`src/rtl/tcu_pkg.sv`:
```
package tcu_pkg;

    localparam int TMR_W  = 16;
    localparam int MODE_W = 4;

    typedef enum logic [2:0] {
        ACT_OFF,    // mode zero: force latch low
        ACT_IDLE,   // disabled, latch holds
        ACT_HIGH,
        ACT_LOW,
        ACT_FLAG,
        ACT_TRIG
    } cmp_act_e;

    typedef struct packed {
        logic     hit;
        cmp_act_e act;
    } match_ev_t;

    function automatic cmp_act_e decode_mode(input logic [MODE_W-1:0] m);
        cmp_act_e a;
        case (m)
            4'b0000: a = ACT_OFF;
            4'b1000: a = ACT_HIGH;
            4'b1001: a = ACT_LOW;
            4'b1010: a = ACT_FLAG;
            4'b1011: a = ACT_TRIG;
            default: a = ACT_IDLE;
        endcase
        return a;
    endfunction

    function automatic logic act_is_live(input cmp_act_e a);
        return (a == ACT_HIGH) || (a == ACT_LOW) || (a == ACT_FLAG) || (a == ACT_TRIG);
    endfunction

endpackage

```
`src/rtl/tcu_match_det.sv`:
```
module tcu_match_det #(
    parameter int W = 16
) (
    input  logic         clk,
    input  logic         rst,
    input  logic         wr_en,
    input  logic [W-1:0] wr_data,
    input  logic [W-1:0] tmr,
    input  logic         live,
    output logic         hit,
    output logic [W-1:0] cmp_q
);
    logic eq_now;
    logic eq_prev;

    always_ff @(posedge clk) begin
        if (rst) begin
            cmp_q <= '0;
        end else if (wr_en) begin
            cmp_q <= wr_data;
        end
    end

    assign eq_now = live && (tmr == cmp_q);

    always_ff @(posedge clk) begin
        if (rst) begin
            eq_prev <= 1'b0;
        end else begin
            eq_prev <= eq_now;
        end
    end

    assign hit = eq_now && !eq_prev;

endmodule

```
`src/rtl/tcu_out_latch.sv`:
```
module tcu_out_latch
    import tcu_pkg::*;
(
    input  logic      clk,
    input  logic      rst,
    input  match_ev_t ev,
    output logic      latch_q,
    output logic      trig_q
);
    logic latch_d;

    always_comb begin
        latch_d = latch_q;
        if (ev.act == ACT_OFF) begin
            latch_d = 1'b0;
        end else if (ev.hit) begin
            case (ev.act)
                ACT_HIGH: latch_d = 1'b1;
                ACT_LOW:  latch_d = 1'b0;
                default:  latch_d = latch_q;
            endcase
        end
    end

    always_ff @(posedge clk) begin
        if (rst) begin
            latch_q <= 1'b0;
            trig_q  <= 1'b0;
        end else begin
            latch_q <= latch_d;
            trig_q  <= ev.hit && (ev.act == ACT_TRIG);
        end
    end

endmodule

```
`src/rtl/tcu_irq_flag.sv`:
```
module tcu_irq_flag (
    input  logic clk,
    input  logic rst,
    input  logic hit,
    input  logic clr,
    output logic flag_q
);
    always_ff @(posedge clk) begin
        if (rst) begin
            flag_q <= 1'b0;
        end else if (hit) begin
            flag_q <= 1'b1;
        end else if (clr) begin
            flag_q <= 1'b0;
        end
    end
endmodule

```
`src/rtl/tcu_compare_top.sv`:
```
module tcu_compare_top
    import tcu_pkg::*;
#(
    parameter int CNT_W = TMR_W
) (
    input  logic              clk,
    input  logic              rst,
    input  logic [CNT_W-1:0]  tmr_val,
    input  logic              cmp_wr_en,
    input  logic [CNT_W-1:0]  cmp_wr_data,
    input  logic [MODE_W-1:0] mode,
    input  logic              flag_clr,
    input  logic              dir_out,
    output logic              pin_o,
    output logic              pin_oe,
    output logic              irq_flag,
    output logic              tmr_rst_pulse
);
    cmp_act_e         act;
    logic             match_hit;
    logic             out_latch;
    logic [CNT_W-1:0] cmp_reg;
    match_ev_t        ev;

    assign act = decode_mode(mode);

    tcu_match_det #(.W(CNT_W)) u_det (
        .clk     (clk),
        .rst     (rst),
        .wr_en   (cmp_wr_en),
        .wr_data (cmp_wr_data),
        .tmr     (tmr_val),
        .live    (act_is_live(act)),
        .hit     (match_hit),
        .cmp_q   (cmp_reg)
    );

    assign ev.hit = match_hit;
    assign ev.act = act;

    tcu_out_latch u_lat (
        .clk     (clk),
        .rst     (rst),
        .ev      (ev),
        .latch_q (out_latch),
        .trig_q  (tmr_rst_pulse)
    );

    tcu_irq_flag u_flag (
        .clk    (clk),
        .rst    (rst),
        .hit    (match_hit),
        .clr    (flag_clr),
        .flag_q (irq_flag)
    );

    assign pin_oe = dir_out;
    assign pin_o  = dir_out & out_latch;

endmodule

```
`config.mk`:
```
export PLATFORM = sky130hd
export DESIGN_NAME = tcu_compare_top
export DESIGN_NICKNAME = d
export VERILOG_FILES = /design/src/rtl/tcu_pkg.sv /design/src/rtl/tcu_match_det.sv /design/src/rtl/tcu_out_latch.sv /design/src/rtl/tcu_irq_flag.sv /design/src/rtl/tcu_compare_top.sv
export SDC_FILE = /design/constraint.sdc
export NUM_CORES = 1
export LEC_CHECK = 0
export BUFFER_PORTS_ARGS = -buffer_cell sky130_fd_sc_hd__buf_4
export CORE_UTILIZATION = 45
export DETAILED_ROUTE_END_ITERATION = 8
export GPL_ROUTABILITY_DRIVEN = 0
export MAX_ROUTING_LAYER = met4
export PLACE_DENSITY = 0.85
export SETUP_SLACK_MARGIN = 0.1
export SYNTH_ARGS = -nofsm -noshare
export SYNTH_HDL_FRONTEND = slang
export SYNTH_SLANG_ARGS = --single-unit
```
`constraint.sdc`:
```
create_clock -name clk -period 2.75 [get_ports clk]
set_input_delay 0.1375 -clock clk [delete_from_list [all_inputs] [get_ports clk]]
set_output_delay 0.1375 -clock clk [all_outputs]
set_load 0.1 [all_outputs]
```
* Yosys cells after proc, flatten, opt, wreduce, memory -nomap -nowiden
Index checks and enable logic that the tools add are counted.
Word-level totals: output and inout bits 4, input bits 41, register bits after elaboration 20, word-level logic and storage cells 32
Operators by class: multiplexer cells 4, eq/ne operators 9, reductions and logical operators 13, bitwise gates (word level) 1
Operator list (number):
- $eq 16x16->1 | 1
- $eq 4x4->1 const B | 4
- $pmux 3 s5 | 1
- $eq 3x2->1 const B | 2
- $eq 3x3->1 const B | 2
- $logic_not 4->1 | 1
- $reduce_bool 2->1 | 2
- $logic_and 1x1->1 | 3
- $logic_not 3->1 | 1
- $logic_or 1x1->1 | 3
- $mux 1 | 2
- $pmux 1 s2 | 1
- $reduce_and 2->1 | 1
- $reduce_or 2->1 | 1
- $and 1x1->1 | 1
- $logic_not 1->1 | 1

* Logic depth before layout (Yosys ltp)
Gate-level depths: netlist of the first run.
depth after elaboration 9, gate-level depth with buffers 5, mapped depth without buffers 5

* Hierarchy
From an unflattened synthesis of the first run, not the netlist that was laid out.
Second synthesis, totals: cell total of the unflattened synthesis 101, area total of the unflattened synthesis 963.4 um^2
By module, submodules not included:
- tcu_match_det | seq. area each 340.3 um^2, area an instance 778.2 um^2, times used 1, cells an instance 79
- tcu_out_latch | seq. area each 40.0 um^2, area an instance 93.8 um^2, times used 1, cells an instance 10
- tcu_compare_top | seq. area each 0.0 um^2, area an instance 52.6 um^2, times used 1, cells an instance 8
- tcu_irq_flag | seq. area each 20.0 um^2, area an instance 38.8 um^2, times used 1, cells an instance 4

* Worst setup path before layout of the first run
OpenSTA, ideal clock, no wires.
path kind flip-flop to flip-flop, from register u_det.cmp_q[14], to register u_lat.latch_q, clock period less this slack 1.932 ns, arrival time 1.811 ns, setup time 0.122 ns, path buffers 0, stages on the path, launching flop included 6, data required time 2.628 ns, setup slack 0.818 ns, path through dfxtp_1 -> xnor2_1 -> nand2_1 -> or4_4 -> or4_4 -> o311a_1
Between the ends: cells in the longest elaborated chain, start to end 4
Ends and longest elaborated chain:
- start, declared | line tcu_match_det.sv:11 | output logic [W-1:0] cmp_q
- start signal, assigned | line tcu_match_det.sv:20 | cmp_q <= wr_data;
- $eq 16x16->1 | line tcu_match_det.sv:24 | assign eq_now = live && (tmr == cmp_q);
- $logic_and 1x1->1 | line tcu_match_det.sv:24
- $logic_and 1x1->1 | line tcu_match_det.sv:34 | assign hit = eq_now && !eq_prev;
- $reduce_and 2->1 (no source line)
- end signal, assigned | line tcu_out_latch.sv:30 | latch_q <= latch_d;
- end, declared | line tcu_out_latch.sv:7 | output logic latch_q,
No other way between the ends. A chain may end at the register's enable or synchronous reset.

* Worst setup path in the final report of the first run
from register u_det.cmp_q[15], to register u_lat.latch_q
Same word-level chain as after synthesis.

==> metrics.md, run 1 <==
| Metric | Value |
|---|---|
| Max-cap violations | `0` |
| Area enclosed by the die boundary | `0.002327 sq mm` |
| Synth area leaders | `sky130_fd_sc_hd__dfxtp_1 (42%), sky130_fd_sc_hd__mux2i_1 (17%), sky130_fd_sc_hd__nor2_1 (8.2%), sky130_fd_sc_hd__xor2_1 (6.4%), sky130_fd_sc_hd__xnor2_1 (5.5%)` |
| Overflow left after global routing | `0` |
| Number of instances resized during post-cts repair | `0` |
| Worst Min Path Start | `cmp_wr_data[13]` |
| Synthesized-area fraction occupied by xor and xnor cells | `0.1183` |
| Setup Crit Path Kind | `register to register` |
| Fraction of final layout cells with drive strength greater than 1 | `0.3514` |
| Initial DRC Count | `6` |
| Most prevalent standard cell on the critical path | `sky130_fd_sc_hd__or4_4` |
| Synth warnings | `0` |
| Sort of element at the end of the critical path | `register` |
| Fin nets | `between 150 and 200` |
| Vertical extent of the die | `between 40 and 50 microns` |
| Critical R2R Launch | `u_det.cmp_q[15]` |
| Detail-routed via count per cell | `about 4.9` |
| Die width | `between 40 and 50 microns` |
| Portion of the clock cycle consumed by the worst path in the final layout | `0.7302` |
| Top cell type's share of synthesized area | `0.4161` |
| Sum of negative setup slack | `0 ns` |
| Clock transition at the registers of the reported paths | `around 0.11 ns` |
| Leakage component of the power | `0.6365 nW` |
| CP required | `roughly 3.0 ns` |
| Final hold vios | `0` |
| Transition time at the pin with the least slew margin | `0.3873 ns` |
| Register-to-Register Path Depth | `5` |
| CP Launch Type | `register` |
| Clock tree from TritonCTS | `built` |
| Relative area change from synthesis to final layout | `39.27%` |
| Number of post-CTS setup repair buffers | `0` |
| Initial Util | `0.4855` |
| Biggest area consumer among synthesized cells | `sky130_fd_sc_hd__dfxtp_1` |
| I/O Pins | `45` |
| Final count of negative-setup-slack endpoints | `0` |
| Synth Area in Compound Gates | `0.04161` |
| Run status | `complete, no violations` |
| DRC Markers | `0` |
| Unique cell type count in the Yosys netlist | `26` |
| Antenna diode instance count | `0` |
| Maximum fanout along the worst path | `3` |
| Hold Path Stages | `3` |
| Post-Synth Adder-Cell Area | `0` |
| Post-Synth Simple-Gate Area | `0.2107` |
| Clk_lat worst skew | `0.29 ns` |
| Final Max Slew Viols | `0` |
| Total length of routed wires | `between 2000 and 2500 microns` |
| Pre-CTS WS | `approximately 0.76 ns` |
| Drt first pass iters | `4` |
| Post-route minimum period | `approximately 2.0 ns` |
| Number of nets with antenna violations after routing | `0` |
| Maximum frequency from static timing analysis | `498.0 MHz` |
| Core Footprint | `0.001982 sq mm` |
| Cells after Synth | `105` |
| Syn Nets | `approximately 150` |
| Routed via count | `between 800 and 900` |
| Arrival time of the worst setup path | `roughly 2.2 ns` |
| Number of input and output port buffers inserted | `44` |
| Worst rel slew slack | `0.7382` |
| Ordered list of cells on the worst path | `xnor2_1 -> nand2_1 -> or4_4 -> or4_4 -> o311a_1` |
| Proportion of synthesized area in mux cells | `0.1664` |
| Fillers | `~160` |
| Final routed wire length divided by cell count | `approximately 11 microns` |
| Root cell of the clock tree | `sky130_fd_sc_hd__clkbuf_4` |
| Register-to-register setup slack | `roughly 0.74 ns` |
| Number of hold buffers added after cts | `0` |
| Initial antenna violation count | `0` |
| Slowest Stage Delay on Critical Path | `approximately 0.52 ns` |
| First-pass GRT wire length | `3132 microns` |
| Largest family of logic cells by synthesized area | `simple AND/OR/NAND/NOR gates` |
| Hold crit path type | `primary input to register` |
| Deepest level of the CTS H-tree | `1` |
| Num Clock Sinks | `20` |
| Least setup slack across all paths after layout | `between 0.7 and 0.8 ns` |
| Maximum buffer depth of the clock tree | `2` |
| Final clock skew | `a little under 0.0006 ns` |
| Hold Path Sink | `u_det.cmp_q[13]` |
| RSZ-0062 raised after global routing | `no` |
| Cell with the biggest individual delay on the critical path | `sky130_fd_sc_hd__or4_4` |
| Max VDD drop | `~380 uV` |
| Seq/Total Area, Yosys | `0.4161` |
| Clock buffer count from CTS | `3` |
| Synthesized area per cell | `around 9 sq um` |
| Total power per unit cell area | `446.7 mW/mm^2` |
| Global-route total usage across every layer | `0.2041` |
| HPWL reported at the end of detailed placement | `around 1600 microns` |
| Number of global-route vias before repair | `between 700 and 800` |
| Placement Rows | `16` |
| Capturing point of the worst reg2reg path | `u_lat.latch_q` |
| Cell area after technology mapping | `962.2 sq um` |
| Maximum number of pins on one net before global-route repair | `21` |
| Seq cells post-synth | `20` |
[state kept, by name (all words and copies together) (netlist names)]
| register | cells |
|---|---|
| u_lat.trig_q | 1 |
| u_det.cmp_q | 16 |
| u_lat.latch_q | 1 |
| u_flag.flag_q | 1 |
| u_det.eq_prev | 1 |
[cells in the final DEF, fill, tap and decap left out, types with 2 or more instances in the layout]
cell type	n
sky130_fd_sc_hd__buf_4	44
sky130_fd_sc_hd__o31ai_1	2
sky130_fd_sc_hd__xnor2_1	6
sky130_fd_sc_hd__nor4_1	2
sky130_fd_sc_hd__clkbuf_4	3
sky130_fd_sc_hd__xor2_1	7
sky130_fd_sc_hd__inv_1	6
sky130_fd_sc_hd__nand2_1	3
sky130_fd_sc_hd__nor2b_1	2
sky130_fd_sc_hd__or4_4	2
sky130_fd_sc_hd__nor2_1	21
sky130_fd_sc_hd__or3_1	2
sky130_fd_sc_hd__mux2i_1	16
sky130_fd_sc_hd__dfxtp_1	20
[routing by layer]
metal / GRT usage / vias to the layer above / part of all wire
met5: - / - / 0
li1: - / 440 / -
met2: 0.3360 / 35 / 0.47
met4: 0.09444 / 0 / 0.0040
met3: 0.04074 / 2 / 0.074
met1: 0.2369 / 385 / 0.45
[critical path: cells and delay by family (launching register included)]
| kind | cells | cell delay [ns] |
|---|---|---|
| DFF | 1 | 0.34 |
| AOI/OAI and AO/OA | 1 | 0.33 |
| and+or+nand+nor | 3 | 1.08 |
| xor gates and xnor gates | 1 | 0.17 |
[cell usage after synthesis]
master and number:
sky130_fd_sc_hd__and2_1 1, sky130_fd_sc_hd__nor3_1 1, sky130_fd_sc_hd__inv_1 6, sky130_fd_sc_hd__or4_4 2, sky130_fd_sc_hd__buf_1 1, sky130_fd_sc_hd__or3_1 2
sky130_fd_sc_hd__nand4_1 1, sky130_fd_sc_hd__mux2i_1 16, sky130_fd_sc_hd__a221oi_1 1, sky130_fd_sc_hd__nor2b_1 2, sky130_fd_sc_hd__o22ai_1 1, sky130_fd_sc_hd__nand3_1 1
sky130_fd_sc_hd__o31ai_1 2, sky130_fd_sc_hd__or3b_2 1, sky130_fd_sc_hd__xor2_1 7, sky130_fd_sc_hd__xnor2_1 6, sky130_fd_sc_hd__clkbuf_1 3, sky130_fd_sc_hd__or2_2 1
sky130_fd_sc_hd__nor2_1 21, sky130_fd_sc_hd__buf_4 1, sky130_fd_sc_hd__nand2_1 3, sky130_fd_sc_hd__nor4b_1 1, sky130_fd_sc_hd__dfxtp_1 20, sky130_fd_sc_hd__o311a_1 1
sky130_fd_sc_hd__nor4_1 2, sky130_fd_sc_hd__nand2b_1 1
[through the flow]
step	hold slack (ns)	cell area, sq um	power, W	instances	util
3_5_place_dp	0.3870	1304	0.0004363	171	0.6578
6_report	0.07523	1340	0.0005986	175	0.6761
2_1_floorplan	0.2549	962.2	0.0003789	105	-
4_1_cts	0.07210	1340	0.0006027	175	0.6761
3_3_place_gp	0.3708	1304	0.0004320	171	0.6578
5_1_grt	0.06682	1340	0.0006273	175	0.6761
[where the power goes]
| part | internal, W | switching (W) | total (W) |
|---|---|---|---|
| combinational | 0.0000671 | 0.0000489 | 0.000116 |
| clock | 0.0000806 | 0.0000888 | 0.000169 |
| sequential | 0.000304 | 0.00000960 | 0.000313 |
| total | 0.000451 | 0.000147 | 0.000599 |
[worst max-delay path by stage]
stage / startpoint / to / slack [ns] / depth (start not counted)
after global placement: u_det.cmp_q[0] / u_lat.latch_q / 0.78 / 5
after detailed placement: u_det.cmp_q[14] / u_lat.latch_q / 0.76 / 5
after floorplan: u_det.cmp_q[14] / u_lat.latch_q / 0.82 / 5
after CTS: u_det.cmp_q[14] / u_lat.latch_q / 0.73 / 5
final: u_det.cmp_q[15] / u_lat.latch_q / 0.74 / 5
after global routing: u_det.cmp_q[15] / u_lat.latch_q / 0.64 / 5
[cells by family (layout without fill, tap and decap cells)]
family	Yosys count	in the layout
AOI/OAI and AO/OA	5	5
xor gates and xnor gates	13	13
buffers and inverters	11	54
DFF	20	20
muxes	16	16
and+or+nand+nor	40	40
[area by class of cell]
| type | count | area (sq um) | share of cell area |
|---|---|---|---|
| Tap cell | 27 | 33.78 | 0.02521 |
| Clock buffer | 4 | 36.28 | 0.02708 |
| Multi-Input combinational cell | 74 | 516.7 | 0.3856 |
| Inverter | 6 | 22.52 | 0.01681 |
| Timing Repair Buffer | 44 | 330.3 | 0.2465 |
| Sequential cell | 20 | 400.4 | 0.2988 |
Power figures use the tool's default switching activity.
==> run 2, diff against run 1 <==
ABC_AREA = 1   (was not set)
CORE_UTILIZATION = 47   (was 45)
clock period = 1.9 ns   (was 2.75 ns; I/O delays follow)
==> run 2 against run 1 <==
  * Synthesized cell count is 82% higher
  * Power is 71% higher
  * Setup slack worse by 0.24 ns
  * Critical endpoint is now u_lat.trig_q
  * Critical path type is now primary input to register
  * Core utilization is 2.4 points higher
  * Largest cell class unchanged
  * Count of clock-buffer cells in the layout is 1 lower
==> metrics.md, run 2 <==
| Metric | Value |
|---|---|
| Die width | `a little over 50 microns` |
| Worst rel slew slack | `0.7081` |
| Clk_lat worst skew | `about 0.30 ns` |
| DRC Markers | `0` |
| Met3 demand-to-capacity share in global routing | `0.05655` |
| Number of hold buffers added after cts | `4` |
| Cell area after technology mapping | `between 0.001 and 0.0015 sq mm` |
| Fraction of final layout cells with drive strength greater than 1 | `0.2301` |
| Placement Rows | `17` |
| Max-cap violations | `0` |
| Synthesized area per cell | `between 5 and 6 sq um` |
| Clock tree from TritonCTS | `built` |
| Final routed wire length divided by cell count | `a little over 9 microns` |
| Max VDD drop | `between 500 and 600 uV` |
| Post-route minimum period | `1.395 ns` |
| Seq/Total Area, Yosys | `0.3513` |
| Clock share of power | `0.341` |
| Arrival time of the worst setup path | `1.60 ns` |
| Number of input and output port buffers inserted | `44` |
| Total power per unit cell area | `649.9 mW/mm^2` |
| Final Max Slew Viols | `0` |
| Leakage component of the power | `between 0.8 and 0.9 nW` |
| Deepest level of the CTS H-tree | `1` |
| Initial antenna violation count | `0` |
| Fin nets | `281` |
| RSZ-0062 raised after global routing | `no` |
| Final count of negative-setup-slack endpoints | `0` |
| Initial Util | `0.5055` |
| Max reg flops | `16` |
| Portion of the clock cycle consumed by the worst path in the final layout | `0.7343` |
| Maximum number of pins on one net before global-route repair | `29` |
| Clock buffer count from CTS | `3` |
| Root cell of the clock tree | `sky130_fd_sc_hd__clkbuf_4` |
| Gate power share | `0.214` |
| Hold crit path type | `primary input to register` |
| Commonest register cell after synthesis | `sky130_fd_sc_hd__dfxtp_1` |
| Core Footprint | `around 0.0023 sq mm` |
| Int Pwr | `0.0007650 W` |
| Syn Nets | `about 230` |
| Number of instances resized during post-cts repair | `0` |
| Biggest area consumer among synthesized cells | `sky130_fd_sc_hd__dfxtp_1` |
| Relative area change from synthesis to final layout | `38.53%` |
| Most frequent cells in the layout | `sky130_fd_sc_hd__nand2_1 (56), sky130_fd_sc_hd__buf_4 (44), sky130_fd_sc_hd__inv_1 (29)` |
| Final clock skew | `around 0.0042 ns` |
| Leading cell type in the layout, fill and taps excluded | `sky130_fd_sc_hd__nand2_1` |
| Area enclosed by the die boundary | `0.002626 sq mm` |
| Number of post-CTS setup repair buffers | `0` |
| Fillers | `about 220` |
| Maximum frequency from static timing analysis | `716.8 MHz` |
| Global-route total usage across every layer | `0.2172` |
| Switching fraction of total power | `0.2545` |
| Grt met2 use | `0.3794` |
| Number of global-route vias before repair | `~1,100` |
| Seq cells post-synth | `20` |
| Area used by multi-input combinational logic | `between 500 and 600 sq um` |
| Switching pwr | `between 0.0002 and 0.0003 W` |
| Final hold vios | `0` |
| Num Clock Sinks | `20` |
| Maximum fanout along the worst path | `17` |
| Number of synthesized flops with an enable pin | `0` |
| Synth warnings | `0` |
| Total length of routed wires | `roughly 2400 microns` |
| Detail-routed via count per cell | `around 4.6` |
| GRT busiest layer | `met2` |
| Vertical extent of the die | `~51 microns` |
| Cells after Synth | `191` |
| Sort of element at the end of the critical path | `register` |
| Sum of negative setup slack | `0 ns` |
| Transition time at the pin with the least slew margin | `0.4374 ns` |
| Proportion of power drawn by flip-flops and latches | `0.445` |
| Unique cell type count in the Yosys netlist | `18` |
| Overflow left after global routing | `0` |
| Routed via count | `between 1,000 and 1,500` |
| Top cell type's share of synthesized area | `0.3513` |
| Clock transition at the registers of the reported paths | `around 0.12 ns` |
| Maximum buffer depth of the clock tree | `2` |
| HPWL reported at the end of detailed placement | `1848 microns` |
| Drt first pass iters | `4` |
| Setup Crit Path Kind | `primary input to register` |
| Number of nets with antenna violations after routing | `0` |
| Synth async-reset ratio | `0` |
| Initial DRC Count | `28` |
| FF+latch area | `about 400 sq um` |
| Met1 Use GR | `0.2518` |
| CP required | `roughly 2.1 ns` |
| Most used standard cell by instance count after synthesis | `sky130_fd_sc_hd__nand2_1` |
| Antenna diode instance count | `0` |
| Cell types with the highest counts after synthesis | `sky130_fd_sc_hd__nand2_1 (56), sky130_fd_sc_hd__inv_1 (29), sky130_fd_sc_hd__nor2_1 (28)` |
| CP Launch Type | `primary input` |
| Register with the most flip-flops | `u_det.cmp_q` |
| Synth area leaders | `sky130_fd_sc_hd__dfxtp_1 (35%), sky130_fd_sc_hd__nand2_1 (18%), sky130_fd_sc_hd__inv_1 (9.5%), sky130_fd_sc_hd__nor2_1 (9.2%), sky130_fd_sc_hd__o21ai_0 (7.0%)` |
| Total design power | `about 0.001 W` |
| First-pass GRT wire length | `approximately 4300 microns` |
| Run status | `complete, no violations` |
| I/O Pins | `between 40 and 50` |
-- run 2: cell count changes after synthesis, moves of 4 or more --
cell                      before  now
sky130_fd_sc_hd__a21oi_1       0   13
sky130_fd_sc_hd__inv_1         6   29
sky130_fd_sc_hd__xor2_1        7    1
sky130_fd_sc_hd__mux2i_1      16    0
sky130_fd_sc_hd__nand2_1       3   56
sky130_fd_sc_hd__nor2_1       21   28
sky130_fd_sc_hd__o21ai_0       0   16
sky130_fd_sc_hd__inv_2         0    4
-- run 2: power groups by stage --
stage	clock [W]	sequential (W)	combinational, W
finish	0.000350	0.000456	0.000220
global route	0.000372	0.000459	0.000253
CTS	0.000355	0.000456	0.000221
detailed placement	0	0.000466	0.000213
global placement	0	0.000465	0.000211
floorplan	0	0.000464	0.000123
-- run 2: per-stage QoR --
step           cells  utilization  hold slack (ns)  setup WS (ns)  instance area, sq um
2_1_floorplan    191            -           0.1641         0.6518                  1140
3_3_place_gp     259       0.6593           0.2912         0.6870                  1486
3_5_place_dp     259       0.6593           0.2876         0.6849                  1486
4_1_cts          267       0.7003         0.002638         0.4725                  1579
5_1_grt          267       0.7003          0.02046         0.3697                  1579
6_report         267       0.7003         0.005728         0.5049                  1579
-- run 2: logic make-up after synthesis --
| family | count (synthesis) | synth area share |
|---|---|---|
| buffers and inverters | 38 | 0.1284 |
| AO/OA/AOI/OAI | 29 | 0.1273 |
| flip-flops | 20 | 0.3513 |
| XOR/XNOR | 5 | 0.03842 |
| AND/OR/NAND/NOR | 99 | 0.3545 |
-- run 2: cell type report --
cell class | instances | area share
Timing Repair Buffer | 48 | 0.2345
Inverter | 34 | 0.08082
Clock buffer | 3 | 0.01426
Multi-Input combinational cell | 133 | 0.3756
Clock inverter | 1 | 0.01902
Sequential cell | 20 | 0.2536
Tap cell | 28 | 0.02219
-- run 2: path summary, 6_finish.rpt --
path	start	to	slack, ns	cells after the start
max reg2reg	u_det.cmp_q[15]	u_lat.latch_q	0.66	8
min	cmp_wr_data[15]	u_det.cmp_q[15]	0.006	3
max	rst	u_lat.trig_q	0.50	5
min reg2reg	u_det.eq_prev	u_lat.trig_q	0.44	1
-- run 2: worst max-delay path, cell delays in order --
cell and delay (ns):
sky130_fd_sc_hd__dlygate4sd3_1 0.54, sky130_fd_sc_hd__buf_4 0.15, sky130_fd_sc_hd__inv_1 0.33, sky130_fd_sc_hd__nand4_1 0.18, sky130_fd_sc_hd__nor4_1 0.31
-- run 2: metal layers --
layer / wire, microns / part of all wire
met5: 0 / 0
met4: 18 / 0.0074
met3: 137 / 0.056
met2: 1163 / 0.48
met1: 1123 / 0.46
==> run 3, diff against run 2 <==
clock period = 1.3 ns   (was 1.9 ns; I/O delays follow)
==> run 3 against run 2 <==
  * Critical path depth increased by 5
  * Core utilization increased by 3.4 points
  * Flip-flop and latch count unchanged
  * Via count increased by 4.0%
  * Design area increased by 4.9%
  * Critical endpoint is now u_lat.latch_q
  * Largest power group unchanged
  * Highest routed layer unchanged
==> metrics.md, run 3 (same netlist as run 2, synthesis figures left out) <==
| Metric | Value |
|---|---|
| Run status | `complete, no violations` |
| Vertical extent of the die | `a little over 50 microns` |
| Portion of the clock cycle consumed by the worst path in the final layout | `0.9522` |
| Global-route total usage across every layer | `0.2270` |
| Max-cap violations | `0` |
| Transition time at the pin with the least slew margin | `about 0.41 ns` |
| CP Launch Type | `register` |
| First-pass GRT wire length | `4429 microns` |
| Maximum frequency from static timing analysis | `807.9 MHz` |
| Register-to-Register Path Depth | `10` |
| Fillers | `204` |
| Register-to-register setup slack | `between 0.06 and 0.07 ns` |
| Sort of element at the end of the critical path | `register` |
| Fraction of final layout cells with drive strength greater than 1 | `0.3251` |
| Number of global-route vias before repair | `between 1,000 and 1,500` |
| Clock tree from TritonCTS | `built` |
| Gate power share | `0.255` |
| Leading cell type in the layout, fill and taps excluded | `sky130_fd_sc_hd__nand2_1` |
| Switching pwr | `slightly below 0.0004 W` |
| Register with the most flip-flops | `u_det.cmp_q` |
| Arrival time of the worst setup path | `around 1.5 ns` |
| I/O Pins | `45` |
| HPWL reported at the end of detailed placement | `~1900 microns` |
| Core Footprint | `0.002255 sq mm` |
| Hold crit path type | `primary input to register` |
| Capturing point of the worst reg2reg path | `u_lat.latch_q` |
| Max reg flops | `16` |
| Relative area change from synthesis to final layout | `45.33%` |
| Final clock skew | `0.002820 ns` |
| Clock share of power | `0.262` |
| Worst rel slew slack | `0.7290` |
| Initial DRC Count | `27` |
| Detail-routed via count per cell | `about 4.7` |
| Tightest hold margin | `about 0.035 ns` |
| Antenna diode instance count | `0` |
| Number of nets with antenna violations after routing | `0` |
| Most frequent cells in the layout | `sky130_fd_sc_hd__nand2_1 (53), sky130_fd_sc_hd__buf_4 (46), sky130_fd_sc_hd__inv_1 (27)` |
| Overflow left after global routing | `0` |
| Proportion of power drawn by flip-flops and latches | `0.483` |
| Max VDD drop | `roughly 760 uV` |
| Placement Rows | `17` |
| Switching fraction of total power | `0.2820` |
| Final Max Slew Viols | `0` |
| Least setup slack across all paths after layout | `between 0.06 and 0.07 ns` |
| Number of input and output port buffers inserted | `44` |
| Drt first pass iters | `4` |
| CP required | `between 1.5 and 2 ns` |
| Total power per unit cell area | `roughly 840 mW/mm^2` |
| Int Pwr | `0.0009997 W` |
| Setup Crit Path Kind | `register to register` |
| Leakage component of the power | `between 0.8 and 0.9 nW` |
| Die width | `approximately 51 microns` |
| Num Clock Sinks | `20` |
| Routed via count | `around 1,300` |
| Initial antenna violation count | `0` |
| Maximum fanout along the worst path | `2` |
| Critical R2R Launch | `u_det.cmp_q[9]` |
| RSZ-0062 raised after global routing | `yes` |
| Hold Path Stages | `3` |
| Maximum number of pins on one net before global-route repair | `29` |
| Worst Min Path Start | `cmp_wr_data[2]` |
| DRC Markers | `0` |
| Final routed wire length divided by cell count | `around 9.5 microns` |
| Final hold vios | `0` |
| Final count of negative-setup-slack endpoints | `0` |
| Post-route minimum period | `about 1.2 ns` |
| Root cell of the clock tree | `sky130_fd_sc_hd__clkbuf_4` |
| Clk_lat worst skew | `about 0.30 ns` |
| Pre-CTS WS | `between 0.05 and 0.06 ns` |
| Clock transition at the registers of the reported paths | `~0.11 ns` |
| Area enclosed by the die boundary | `0.002626 sq mm` |
| Clock buffer count from CTS | `3` |
| Fin nets | `285` |
| Finished Core Util | `0.7347` |
| Total length of routed wires | `between 2000 and 3000 microns` |
| Initial Util | `0.5055` |
| Deepest level of the CTS H-tree | `1` |
| Hold Path Sink | `u_det.cmp_q[2]` |
| Maximum buffer depth of the clock tree | `2` |
run 3: cell count changes in the layout (fill, tap and decap cells not counted), moves of 3 or more:
cell,change
sky130_fd_sc_hd__dfxtp_1,-9
sky130_fd_sc_hd__dfxtp_2,+9
sky130_fd_sc_hd__nand2_1,-3
sky130_fd_sc_hd__nand2_2,+3
sky130_fd_sc_hd__nor2_1,-3
sky130_fd_sc_hd__nor2_2,+3
sky130_fd_sc_hd__xnor2_1,-3
sky130_fd_sc_hd__xnor2_2,+3
run 3: timing repair:
| action | 4_1_cts | 5_1_grt |
|---|---|---|
| buffers inserted | 0 | 1 |
| hold endpoints to repair | 6 | 0 |
| gates resized for setup | 8 | 13 |
| hold buffers | 6 | 0 |
| setup endpoints to repair | 1 | 4 |
| pin swaps | 5 | 11 |
run 3: metrics by stage:
stage	setup TNS, ns	instances	total power (W)	area [sq um]
floorplan	0	191	0.0008570	1141
global placement	0	260	0.0009902	1495
detailed placement	0	260	0.0009960	1495
CTS	0	270	0.001379	1619
global route	-0.03579	271	0.001478	1657
finish	0	271	0.001392	1657
run 3: how the worst max path moves through the flow:
stage	from	to	cells past startpoint
CTS	u_det.cmp_q[4]	u_lat.latch_q	10
global placement	u_det.cmp_q[8]	u_lat.latch_q	8
floorplan	u_det.cmp_q[15]	u_lat.latch_q	8
detailed placement	u_det.cmp_q[8]	u_lat.latch_q	8
global route	u_det.cmp_q[13]	u_lat.latch_q	9
finish	u_det.cmp_q[9]	u_lat.latch_q	10
run 3: cell type report:
| type | instances | area (sq um) | share of cell area |
|---|---|---|---|
| well taps | 28 | 35.03 | 0.02115 |
| clock buffers | 4 | 36.28 | 0.02190 |
| inverters | 34 | 127.6 | 0.07704 |
| repair buffers | 52 | 405.4 | 0.2447 |
| flip-flops and latches | 20 | 411.6 | 0.2485 |
| multi-input cells | 133 | 640.6 | 0.3867 |
run 3: routing by layer:
layer  track usage  wire, microns  vias to the layer above
li1              -              -                      690
met4       0.06757             32                        0
met1        0.2690           1206                      531
met2        0.3947           1192                       46
met5             -              0                        -
met3       0.03571            143                        5
run 3: power by group through the flow:
| stage | logic [W] | registers (W) | clock network (W) |
|---|---|---|---|
| CTS | 0.000339 | 0.000671 | 0.000369 |
| floorplan | 0.000179 | 0.000678 | 0 |
| global route | 0.000404 | 0.000677 | 0.000396 |
| detailed placement | 0.000315 | 0.000681 | 0 |
| finish | 0.000355 | 0.000673 | 0.000365 |
| global placement | 0.000311 | 0.000679 | 0 |
run 3: critical path, cell delays in order, from the launching register on:
cell and delay (ns):
sky130_fd_sc_hd__dfxtp_2 0.34, sky130_fd_sc_hd__inv_1 0.05, sky130_fd_sc_hd__nand2_2 0.06, sky130_fd_sc_hd__nand2_1 0.05
sky130_fd_sc_hd__nor2_1 0.11, sky130_fd_sc_hd__nand2_1 0.06, sky130_fd_sc_hd__nor2_1 0.10, sky130_fd_sc_hd__nand4_1 0.14
sky130_fd_sc_hd__nor2_1 0.13, sky130_fd_sc_hd__nor2_1 0.06, sky130_fd_sc_hd__nor2_1 0.08
